File: src/rtl/whiten_pkg.sv
`timescale 1ns/1ps
package whiten_pkg;

    localparam int STATE_W = 16;
    localparam int TAP_W   = $clog2(STATE_W);
    localparam int GROUP   = 8;
    localparam int CNT_W   = $clog2(GROUP);

    typedef enum logic [1:0] {
        POLY_OFF     = 2'd0,
        POLY_PN9     = 2'd1,
        POLY_PN9_REV = 2'd2,
        POLY_P7      = 2'd3
    } poly_e;

    typedef logic [STATE_W-1:0] state_t;

    typedef struct packed {
        logic load;
        logic adv_one;
        logic adv_group;
    } step_ctl_t;

    function automatic state_t lfsr_step(state_t s, poly_e p);
        logic fb;
        case (p)
            POLY_PN9, POLY_PN9_REV: fb = s[8] ^ s[4];
            POLY_P7:                fb = s[6] ^ s[3];
            default:                fb = 1'b0;
        endcase
        if (p == POLY_OFF) return s;
        return {s[STATE_W-2:0], fb};
    endfunction

endpackage

File: src/rtl/whiten_state.sv
`timescale 1ns/1ps
module whiten_state
    import whiten_pkg::*;
(
    input  logic      clk,
    input  logic      rst,
    input  step_ctl_t ctl,
    input  state_t    seed,
    input  poly_e     poly,
    output state_t    cur,
    output state_t    state_q
);
    state_t base;
    state_t nxt;

    always_comb begin
        base = ctl.load ? seed : state_q;
        nxt  = base;
        if (ctl.adv_group) begin
            for (int i = 0; i < GROUP; i++) nxt = lfsr_step(nxt, poly);
        end else if (ctl.adv_one) begin
            nxt = lfsr_step(base, poly);
        end
    end

    assign cur = base;

    always_ff @(posedge clk) begin
        if (rst) state_q <= '0;
        else     state_q <= nxt;
    end
endmodule

File: src/rtl/whiten_revbuf.sv
`timescale 1ns/1ps
module whiten_revbuf
    import whiten_pkg::*;
(
    input  logic             clk,
    input  logic             rst,
    input  logic             load,
    input  logic             adv,
    input  state_t           cur,
    input  logic [TAP_W-1:0] tap,
    input  poly_e            poly,
    output logic             ks,
    output logic             refill
);
    logic [CNT_W-1:0] cnt_q;
    logic [CNT_W-1:0] cnt_eff;
    logic [GROUP-1:0] grp_q;
    logic [GROUP-1:0] fresh;
    state_t           walk;

    always_comb begin
        walk = cur;
        for (int i = 0; i < GROUP; i++) begin
            fresh[i] = walk[tap];
            walk     = lfsr_step(walk, poly);
        end
    end

    assign cnt_eff = load ? '0 : cnt_q;
    assign refill  = (cnt_eff == '0);
    assign ks      = refill ? fresh[GROUP-1] : grp_q[CNT_W'(GROUP-1) - cnt_eff];

    always_ff @(posedge clk) begin
        if (rst) begin
            cnt_q <= '0;
            grp_q <= '0;
        end else if (adv) begin
            if (refill) grp_q <= fresh;
            cnt_q <= cnt_eff + CNT_W'(1);
        end else if (load) begin
            cnt_q <= '0;
        end
    end
endmodule

File: src/rtl/whiten_lfsr.sv
`timescale 1ns/1ps
module whiten_lfsr
    import whiten_pkg::*;
(
    input  logic             clk,
    input  logic             rst,
    input  logic [1:0]       cfg_poly,
    input  logic [TAP_W-1:0] cfg_tap,
    input  logic [15:0]      cfg_seed,
    input  logic             frame_start,
    input  logic             bit_valid,
    input  logic             bit_en,
    input  logic             bit_in,
    output logic             dout_valid,
    output logic             dout
);
    poly_e     poly;
    step_ctl_t ctl;
    state_t    cur;
    state_t    state_q;
    logic      active;
    logic      rev;
    logic      ks_rev;
    logic      ks;
    logic      refill;

    assign poly   = poly_e'(cfg_poly);
    assign active = bit_valid & bit_en & (poly != POLY_OFF);
    assign rev    = (poly == POLY_PN9_REV);

    always_comb begin
        ctl.load      = frame_start;
        ctl.adv_one   = active & ~rev;
        ctl.adv_group = active & rev & refill;
    end

    whiten_state u_state (
        .clk     (clk),
        .rst     (rst),
        .ctl     (ctl),
        .seed    (state_t'(cfg_seed)),
        .poly    (poly),
        .cur     (cur),
        .state_q (state_q)
    );

    whiten_revbuf u_rev (
        .clk    (clk),
        .rst    (rst),
        .load   (frame_start),
        .adv    (active & rev),
        .cur    (cur),
        .tap    (cfg_tap),
        .poly   (poly),
        .ks     (ks_rev),
        .refill (refill)
    );

    assign ks = rev ? ks_rev : cur[cfg_tap];

    always_ff @(posedge clk) begin
        if (rst) begin
            dout_valid <= 1'b0;
            dout       <= 1'b0;
        end else begin
            dout_valid <= bit_valid;
            dout       <= bit_valid ? (bit_in ^ (active & ks)) : 1'b0;
        end
    end
endmodule

File: config.mk
export PLATFORM = sky130hd
export DESIGN_NAME = whiten_lfsr
export DESIGN_NICKNAME = d
export VERILOG_FILES = /design/src/rtl/whiten_pkg.sv /design/src/rtl/whiten_state.sv /design/src/rtl/whiten_revbuf.sv /design/src/rtl/whiten_lfsr.sv
export SDC_FILE = /design/constraint.sdc
export NUM_CORES = 1
export LEC_CHECK = 0
export BUFFER_PORTS_ARGS = -buffer_cell sky130_fd_sc_hd__buf_2
export CAP_MARGIN = 0
export CORE_MARGIN = 2
export CORE_UTILIZATION = 55
export CTS_BUF_LIST = sky130_fd_sc_hd__clkbuf_4 sky130_fd_sc_hd__clkbuf_8
export CTS_CLUSTER_SIZE = 24
export DETAILED_ROUTE_END_ITERATION = 16
export PLACE_DENSITY = 0.74
export SLEW_MARGIN = 20
export SYNTH_ARGS = -nofsm -noshare
export SYNTH_HDL_FRONTEND = slang
export SYNTH_SLANG_ARGS = --single-unit
export TNS_END_PERCENT = 10
File: constraint.sdc
create_clock -name clk -period 3 [get_ports clk]
set_input_delay 0.15 -clock clk [delete_from_list [all_inputs] [get_ports clk]]
set_output_delay 0.15 -clock clk [all_outputs]
set_load 0.05 [all_outputs]
==> metrics.md <==
| Metric | Value |
|---|---|
| Async S/R FF share, synth | `0%` |
| Max cap viols | `0` |
| Worst-skew pair later-pin latency | `0.29 ns` |
| Critical Path Source Type | `flop` |
| Top_reg_cell synth | `dfxtp_1` |
| Post-synth EDFFs | `0` |
| Area grow syn2layout | `7.98%` |
| DRT iter0 DRCs | `453` |
| Post-synth top area share | `16.4%` |
| Final setup fails | `0` |
| Fill count | `592` |
| Core area | `6280 sq um` |
| CP peak stage delay | `0.50 ns` |
| Post-CTS Setup Inserts | `0` |
| Logic pwr share | `45.9%` |
| Worst r2r src | `u_state.state_q[3]` |
| CP max FO | `8` |
| Port Buffers | `29` |
| Final GP Congestion | `1.01` |
| Num Clock Sinks | `29` |
| Final ANT Viol Nets | `0` |
| Final #Nets | `475` |
| Worst hold path type | `in -> reg` |
| Peak VDD IR | `0.295 mV` |
| CTS Hold Buffers Added | `0` |
| Final hold violations | `0` |
| Initial antenna violation count | `0` |
| Vias | `3555` |
| Peak Freq | `381 MHz` |
| Pre-antenna DRT Iters | `6` |
| Fin. max-slew vios | `0` |
| Aggregate global-route resource usage | `31.7%` |
| Post-synthesis instance total | `413` |
| RSZ-0062 raised after global routing | `false` |
| Worst slew pin tran | `0.694 ns` |
| Post-CTS sizing | `0` |
| Synth warn | `0` |
| Number of global-route vias before repair | `3375` |
| R2r endpoint | `dout` |
| Register area | `581 sq um` |
| WP data required | `3.22 ns` |
| Fin crit period | `2.62 ns` |
| Mapped Nets | `446` |
| Critical path cell sequence | `xnor2_1 > o22ai_1 > a211oi_4 > xnor2_1 > a221oi_2 > o221ai_2 > a41oi_2 > mux2i_1` |
| Initial Util | `56.4%` |
| Site row count | `29` |
| Pwr per Cell Area | `377 nW/um^2` |
| Slew HR | `53.8%` |
| Int Power | `0.892 mW` |
| Crit path kind | `reg -> reg` |
| Hold Crit Depth | `3` |
| Flop-to-flop setup slack | `0.38 ns` |
| Cell mode on critical path | `xnor2_1` |
| Largest area contributor in the synthesized netlist | `dfxtp_1` |
| Sw Share | `38.2%` |
| Post-synthesis sequential area ratio | `16.4%` |
| Largest cells by area after synthesis | `dfxtp_1, mux4_2, mux2i_1` |
| Largest net degree at the start of global routing | `33` |
| First-pass GRT wire length | `17900 microns` |
| Final Skew | `0.00953 ns` |
| Via-to-Cell Ratio | `6.85` |
| Slowest-stage cell, CP | `dfxtp_1` |
| Dpl hpwl | `8390 microns` |
| Yosys cell types | `68` |
| Gr ovfl total | `0` |
| Die H | `84.3 microns` |
| Clock Power Share | `23.8%` |
| H-tree levels | `2` |
| Count leader, synth | `nand2_1` |
| CP arrival | `2.84 ns` |
| Clock root cell | `clkbuf_8` |
| R2r worst-path depth | `8` |
| Final wirelength | `10900 microns` |
| Netlist Area Pre-Place | `3540 sq um` |
| Clock slew at reported path FFs | `0.06 ns` |
| Hold_ws | `0.122 ns` |
| Die area | `7100 sq um` |
| Leakage | `1.54 nW` |
| CTS tree | `yes` |
| Endpoint class of the critical path | `flop` |
| Clock tree buffer depth | `2` |
| Status | `finished, final reports clean` |
| Fin crit share | `87.4%` |
| Average wire per standard cell | `21.0 microns` |
| Seq pwr share | `30.3%` |
| Share of layout cells above drive strength 1 | `24.4%` |
| Min-Delay Endpoint | `dout` |
| Final routed DRC violation total | `0` |
| Worst hold start | `bit_in` |
| Synth top cells by count | `nand2_1, nor2_1, mux2i_1` |
| Register bit count reported by yosys | `29` |
| Syn Area/Cell | `8.58 sq um` |
| P_sw | `0.551 mW` |
| CTS Buf Count | `5` |
| Multi-input gate area | `2670 sq um` |
| Antenna cells | `0` |
| Setup_tns | `0 ns` |
| DIE WIDTH | `84.3 microns` |
| Top-level I/O count | `30` |
[layer usage]
layer,vias to the layer above,track usage (%),part of all wire [%]
met2,234,49.8,46
met3,33,6.69,11
met4,0,10.3,2.7
li1,1627,-,-
met5,-,0,0
met1,1661,43.7,40
[power by group through the flow]
| stage | registers, mW | logic, mW | clock network, mW |
|---|---|---|---|
| detailed placement | 0.445 | 0.643 | 0 |
| floorplan | 0.437 | 0.479 | 0 |
| global placement | 0.444 | 0.641 | 0 |
| global route | 0.439 | 0.710 | 0.362 |
| finish | 0.437 | 0.662 | 0.343 |
| CTS | 0.436 | 0.647 | 0.347 |
[worst max-delay path, delay by kind of cell, from the launching register on]
family	cells	cell delay, ns
muxes	1	0.21
AOI/OAI and AO/OA	5	1.52
xor gates and xnor gates	2	0.32
DFF	1	0.50
[through the flow]
| step | instances | total power, mW | cell area [sq um] | util (%) | worst slack, ns |
|---|---|---|---|---|---|
| finish | 519 | 1.44 | 3820 | 60.9 | 0.379 |
| global route | 519 | 1.51 | 3820 | 60.9 | 0.258 |
| CTS | 519 | 1.43 | 3820 | 60.9 | 0.453 |
| detailed placement | 512 | 1.09 | 3730 | 59.5 | 0.186 |
| global placement | 512 | 1.08 | 3730 | 59.5 | 0.167 |
| floorplan | 413 | 0.916 | 3540 | - | 0.641 |
[worst max-delay path by stage]
stage	start	end	cells after the start
2_1_floorplan	cfg_poly[0]	u_rev.grp_q[5]	10
3_3_place_gp	cfg_poly[0]	dout	11
3_5_place_dp	cfg_poly[0]	dout	11
4_1_cts	u_state.state_q[3]	dout	8
5_1_grt	cfg_poly[0]	dout	11
6_report	u_state.state_q[3]	dout	8
[state kept, by name (all words and copies together), names as in the netlist]
| name | flops |
|---|---|
| u_state.state_q | 16 |
| dout_valid | 1 |
| dout | 1 |
| u_rev.cnt_q | 3 |
| u_rev.grp_q | 8 |
[layout make-up]
| cell class | count | share of cell area (%) |
|---|---|---|
| Clock buffer | 7 | 2.36 |
| Multi-Input combinational cell | 341 | 69.8 |
| Inverter | 7 | 0.687 |
| Tap cell | 77 | 2.52 |
| Timing Repair Buffer | 58 | 9.49 |
| Sequential cell | 29 | 15.2 |
[placed cells by master (no fill, tap or decap), types with 10 or more instances in the layout]
cell type	netlist	layout
nand2_1	44	44
nor2_1	39	39
mux2i_1	30	30
dfxtp_1	29	29
buf_2	4	29
buf_4	1	29
a21oi_1	27	27
xnor2_1	22	22
mux4_2	17	17
o21ai_0	16	16
nor3_1	12	12
a221o_1	12	12
o22ai_1	10	10
[cell families after synthesis]
group / synth area share, %
fa+ha+maj: 1.77
buf+inv: 8.27
mux: 25.2
flops: 16.4
simple gates: 15.5
xor+xnor: 5.69
compound gates: 27.1
No activity file was read; power rests on OpenSTA's default activity.
